--- config.mk ---
export PLATFORM = sky130hd
export DESIGN_NAME = fxp_phase_mult
export DESIGN_NICKNAME = d
export VERILOG_FILES = /design/src/rtl/fxp_pkg.sv /design/src/rtl/fxp_rst_sync.sv /design/src/rtl/fxp_phase_gen.sv /design/src/rtl/fxp_pipe.sv /design/src/rtl/fxp_phase_mult.sv
export SDC_FILE = /design/constraint.sdc
export NUM_CORES = 1
export LEC_CHECK = 0
export BUFFER_PORTS_ARGS = -buffer_cell sky130_fd_sc_hd__buf_2
export CORE_ASPECT_RATIO = 1.75
export CORE_UTILIZATION = 55
export DETAILED_ROUTE_END_ITERATION = 12
export PLACE_DENSITY = 0.76
export SETUP_SLACK_MARGIN = 0.4
export SLEW_MARGIN = 20
export SYNTH_ARGS = -nofsm -noshare
export SYNTH_HDL_FRONTEND = slang
export SYNTH_SLANG_ARGS = --single-unit
--- constraint.sdc ---
create_clock -name clk -period 1.38 [get_ports clk]
set_input_delay 0.069 -clock clk [delete_from_list [all_inputs] [get_ports clk]]
set_output_delay 0.069 -clock clk [all_outputs]
set_load 0.005 [all_outputs]
--- src/rtl/fxp_pkg.sv ---
package fxp_pkg;
  // Width of a counter that has to reach n-1; never less than one bit.
  function automatic int cnt_width(input int n);
    return (n > 1) ? $clog2(n) : 1;
  endfunction
endpackage

--- src/rtl/fxp_rst_sync.sv ---
module fxp_rst_sync (
  input  logic clk,
  input  logic arst_n,
  output logic rst_n_sync
);
  logic s1_q, s2_q;

  always_ff @(posedge clk or negedge arst_n) begin
    if (!arst_n) begin
      s1_q <= 1'b0;
      s2_q <= 1'b0;
    end else begin
      s1_q <= 1'b1;
      s2_q <= s1_q;
    end
  end

  assign rst_n_sync = s2_q;
endmodule

--- src/rtl/fxp_phase_gen.sv ---
module fxp_phase_gen #(
  parameter int              LEN = 1,
  parameter logic [LEN-1:0]  PAT = '1
) (
  input  logic clk,
  input  logic rst_n,
  input  logic en,
  output logic cap
);
  import fxp_pkg::*;
  localparam int CW = cnt_width(LEN);
  localparam logic [CW-1:0] LAST = CW'(LEN - 1);

  logic [CW-1:0] cnt_q, cnt_d;
  logic          sel;

  // Next-state: step on every enabled cycle, wrap after the last phase.
  always_comb begin
    cnt_d = cnt_q;
    if (en) begin
      if (cnt_q == LAST) cnt_d = '0;
      else               cnt_d = cnt_q + CW'(1);
    end
  end

  always_ff @(posedge clk or negedge rst_n) begin
    if (!rst_n) cnt_q <= '0;
    else        cnt_q <= cnt_d;
  end

  // Pattern MSB is phase 1.
  always_comb begin
    sel = 1'b0;
    for (int i = 0; i < LEN; i++) begin
      if (cnt_q == CW'(i)) sel = PAT[LEN-1-i];
    end
  end

  assign cap = en & sel;

  a_r8_in_range: assert property (@(posedge clk) disable iff (!rst_n)
    cnt_q <= LAST);
  a_r8_wrap: assert property (@(posedge clk) disable iff (!rst_n)
    (en && cnt_q == LAST) |=> (cnt_q == '0));
  a_r6_phase_hold: assert property (@(posedge clk) disable iff (!rst_n)
    !en |=> $stable(cnt_q));
endmodule

--- src/rtl/fxp_pipe.sv ---
module fxp_pipe #(
  parameter int W     = 16,
  parameter int DEPTH = 2
) (
  input  logic         clk,
  input  logic         rst_n,
  input  logic         cap,
  input  logic [W-1:0] d,
  output logic [W-1:0] q
);
  logic [W-1:0] stg_q [DEPTH];
  logic [W-1:0] stg_d [DEPTH];

  always_comb begin
    for (int i = 0; i < DEPTH; i++) stg_d[i] = stg_q[i];
    if (cap) begin
      stg_d[0] = d;
      for (int i = 1; i < DEPTH; i++) stg_d[i] = stg_q[i-1];
    end
  end

  always_ff @(posedge clk or negedge rst_n) begin
    if (!rst_n) begin
      for (int i = 0; i < DEPTH; i++) stg_q[i] <= '0;
    end else begin
      for (int i = 0; i < DEPTH; i++) stg_q[i] <= stg_d[i];
    end
  end

  assign q = stg_q[DEPTH-1];

  a_r5_first_load: assert property (@(posedge clk) disable iff (!rst_n)
    cap |=> (stg_q[0] == $past(d)));
  a_r6_stage_hold: assert property (@(posedge clk) disable iff (!rst_n)
    !cap |=> $stable(q));
endmodule

--- src/rtl/fxp_phase_mult.sv ---
module fxp_phase_mult #(
  parameter int                    A_INT     = 4,
  parameter int                    A_FRAC    = 4,
  parameter int                    B_INT     = 4,
  parameter int                    B_FRAC    = 4,
  parameter bit                    SIGNED    = 1'b1,
  parameter int                    STAGES    = 2,
  parameter int                    PHASE_LEN = 1,
  parameter logic [PHASE_LEN-1:0]  PHASE_PAT = '1
) (
  input  logic                                       clk,
  input  logic                                       arst_n,
  input  logic                                       en,
  input  logic [A_INT+A_FRAC-1:0]                    a_in,
  input  logic [B_INT+B_FRAC-1:0]                    b_in,
  output logic [A_INT+A_FRAC+B_INT+B_FRAC-1:0]       p_out
);
  localparam int A_W = A_INT + A_FRAC;
  localparam int B_W = B_INT + B_FRAC;
  localparam int P_W = A_W + B_W;

  logic [P_W-1:0] ax, bx, prod;

  // Operand extension to product width selects the number format.
  generate
    if (SIGNED) begin : g_sext
      assign ax = {{B_W{a_in[A_W-1]}}, a_in};
      assign bx = {{A_W{b_in[B_W-1]}}, b_in};
    end else begin : g_zext
      assign ax = {{B_W{1'b0}}, a_in};
      assign bx = {{A_W{1'b0}}, b_in};
    end
  endgenerate

  assign prod = ax * bx;

  generate
    if (STAGES == 0) begin : g_comb
      assign p_out = prod;
    end else begin : g_reg
      logic rst_n_sync;
      logic cap;

      fxp_rst_sync u_rst (
        .clk        (clk),
        .arst_n     (arst_n),
        .rst_n_sync (rst_n_sync)
      );

      fxp_phase_gen #(
        .LEN (PHASE_LEN),
        .PAT (PHASE_PAT)
      ) u_phase (
        .clk   (clk),
        .rst_n (rst_n_sync),
        .en    (en),
        .cap   (cap)
      );

      fxp_pipe #(
        .W     (P_W),
        .DEPTH (STAGES)
      ) u_pipe (
        .clk   (clk),
        .rst_n (rst_n_sync),
        .cap   (cap),
        .d     (prod),
        .q     (p_out)
      );

      a_r7_clear_zero: assert property (@(posedge clk)
        !arst_n |-> (p_out == '0));
    end
  endgenerate
endmodule

==> impl_metrics.env <==
export IMPL_drv_cap=0
export IMPL_ant_nets=0
export IMPL_syn_area_sq_um=3940
export IMPL_root_buffer="clkbuf_16"
export IMPL_seqPwrFrac=0.146
export IMPL_synth_area_mux_share=0.0831
export IMPL_sw_frac_of_total=0.385
export IMPL_grt_pass1_vias=3200
export IMPL_dr_pass1_iters=4
export IMPL_die_y_um=114
export IMPL_cp_required_ns=1.53
export IMPL_dr_first_iter_drc_count=97
export IMPL_layout_commonest_cell="inv_1"
export IMPL_status="finished with violations"
export IMPL_synth_simple_area_share=0.119
export IMPL_syn_to_final_growth_pct=36.9
export IMPL_path_clk_slew_ns=0.05
export IMPL_clk_path_buf_depth=2
export IMPL_power_per_cell_area_nw_per_um2=2080
export IMPL_finalSetupViolCount=14
export IMPL_cp_end_kind="flop"
export IMPL_die_area_sq_um=7530
export IMPL_power_mw=11.2
export IMPL_post_route_drc_count=0
export IMPL_fmax_mhz=287
export IMPL_synth_fp_nets=478
export IMPL_synthAdderAreaFrac=0.371
export IMPL_track_usage=0.260
export IMPL_clock_latency_ns=0.28
export IMPL_synth_compound_area_frac=0.0666
export IMPL_rows=40
export IMPL_synth_cell_types=41
export IMPL_p_leak_nw=2.53
export IMPL_fin_skew_ns=0.00588
export IMPL_ys_async_sr_fraction=1.00
export IMPL_grt_pass1_wl_um=14600
export IMPL_core_sq_um=6910
export IMPL_reg2reg_from="g_reg.u_pipe.stg_q[26]"
export IMPL_ios=35
export IMPL_final_cell_mix="inv_1, buf_4, fa_1"
export IMPL_vias=2779
export IMPL_avgViaCountPerCell=5.12
export IMPL_grt_max_degree=39
export IMPL_numCtsBuffers=5
export IMPL_cts_tree="done"
export IMPL_clkPwrFrac=0.109
export IMPL_synth_top_family_by_area="adder cells"
export IMPL_wl_um=8740
export IMPL_combPwrFrac=0.745
export IMPL_die_w_um=66.0
export IMPL_finalCritPeriodShare=2.52
export IMPL_cp_start_kind="input pin"
export IMPL_holdWs_ns=0.102
export IMPL_ys_seq_area_frac=0.216
export IMPL_placedCellCount=520
export IMPL_worst_path_max_fanout=6
export IMPL_reg2reg_depth=2
export IMPL_synthFlopType="dfrtp_1"
export IMPL_dp_hpwl_um=6840
export IMPL_io_buffers=34
export IMPL_drive_gt1_frac=0.479
export IMPL_fill_cells=438
export IMPL_ir_worst_vdd_uv=1080
export IMPL_layout_nets=561
export IMPL_violations="setup timing"
export IMPL_ys_ff_latch=34
export IMPL_switching_power_mw=4.31
export IMPL_p_int_mw=6.90
export IMPL_cts_sinks=34
export IMPL_finalWorstPathRequiredPeriod_ns=3.48
export IMPL_hold_viol_final=0
export IMPL_wl_per_cell_um=16.1
export IMPL_diodes=0
export IMPL_initial_core_util=0.571
export IMPL_cp_arrival_ns=3.64
export IMPL_hold_class="input pin to asynchronous set/reset pin"
export IMPL_rsz0062_at_grt="yes"
export IMPL_h_tree_depth=2
export IMPL_stdcell_count=543
export IMPL_setup_ws_ns=-2.10
export IMPL_path_class="input pin to flop"
export IMPL_routabilityCongestion=0.872
export IMPL_antenna_found_initial=0
export IMPL_slew_viol_final=0
export IMPL_synth_avg_cell_area_sq_um=10.5
export IMPL_ff2ff_setup_slack_ns=0.56
export IMPL_synth_edf_count=0
export IMPL_synth_warnings=0
export IMPL_syn_inst=375
export IMPL_yosys_area_share_xor_xnor=0.0311
export IMPL_r2r_end="g_reg.u_pipe.stg_q[26]"
export IMPL_grt_ovfl_total=0
-- cells in the mapped netlist (all sizes together), types with 4 or more instances --
master / instances / area [sq um]
a21oi: 6 / 52.6
and2: 39 / 244
buf: 19 / 141
dfrtp: 34 / 851
fa: 55 / 1100
ha: 29 / 363
inv: 78 / 293
mux2: 27 / 308
nand2: 17 / 63.8
nand2b: 5 / 31.3
nor2: 4 / 15.0
nor2b: 10 / 62.6
o211ai: 4 / 40.0
o21ai: 8 / 40.0
xnor2: 12 / 105
-- per-layer routing --
layer,share of wire,vias up,GRT usage
li1,-,1318,-
met1,0.35,1392,0.259
met2,0.60,50,0.514
met3,0.013,19,0.0140
met4,0.036,0,0.132
met5,0,-,0
-- worst max path at each step --
stage	from	to	slack [ns]
global placement	a_in[7]	g_reg.u_pipe.stg_q[29]	-2.46
floorplan	a_in[7]	g_reg.u_pipe.stg_q[29]	-2.15
detailed placement	a_in[7]	g_reg.u_pipe.stg_q[29]	-2.54
CTS	a_in[5]	g_reg.u_pipe.stg_q[29]	-2.09
global route	b_in[7]	g_reg.u_pipe.stg_q[29]	-2.29
finish	a_in[5]	g_reg.u_pipe.stg_q[27]	-2.10
-- cell type report --
type | instances | area [sq um] | area share
clock inverters | 1 | 30.0 | 0.00556
inverters | 78 | 293 | 0.0542
clock buffers | 7 | 133 | 0.0246
flip-flops and latches | 34 | 852 | 0.158
multi-input cells | 242 | 3140 | 0.582
repair buffers | 97 | 845 | 0.156
well taps | 84 | 105 | 0.0195
-- critical path: stages --
cell	delay [ns]
buf_12	0.11
and2_4	0.15
fa_1	0.52
inv_1	0.05
fa_1	0.49
inv_2	0.04
fa_1	0.53
inv_1	0.05
fa_2	0.52
inv_2	0.04
ha_4	0.16
a21oi_4	0.14
buf_6	0.12
o21ai_2	0.05
a31oi_1	0.20
xnor2_1	0.12
mux2_4	0.27
-- per-stage QoR --
step | instance area [sq um] | TNS, ns | utilization | worst slack (ns)
floorplan | 4250 | -22.15 | - | -2.15
global placement | 4750 | -26.60 | 0.688 | -2.46
detailed placement | 4750 | -27.30 | 0.688 | -2.54
CTS | 5270 | -22.14 | 0.763 | -2.09
global route | 5400 | -23.69 | 0.782 | -2.29
finish | 5400 | -22.26 | 0.782 | -2.10
-- power by group through the flow --
stage                     clock network, mW  logic [mW]  registers (mW)
after global placement                    0        6.80            1.62
after global routing                   1.27        9.20            1.70
after CTS                              1.24        7.96            1.64
after floorplan                           0        5.31            1.60
final                                  1.22        8.35            1.64
after detailed placement                  0        7.15            1.65
-- repair_timing --
item / in CTS / in global routing
pin swaps: 32 / 38
setup endpoints to repair: 14 / 15
gates resized for setup: 81 / 27
hold buffers: 1 / 0
setup buffers: 11 / 3
hold endpoints to repair: 2 / 0
-- registers in the layout (all words and copies together) (netlist names) --
| register | cells |
|---|---|
| g_reg.u_rst.rst_n_sync | 1 |
| g_reg.u_pipe.q | 16 |
| g_reg.u_pipe.stg_q | 16 |
| g_reg.u_rst.s1_q | 1 |
-- cell families (layout without fill, tap and decap cells) --
group           Yosys count  after routing
buf+inv                  99            183
fa+ha+maj                84             84
simple gates             83             83
flops                    34             34
compound gates           31             31
mux                      29             29
xor+xnor                 14             14
other cells               1              1
Note: power is estimated with default switching activity, not from simulation.
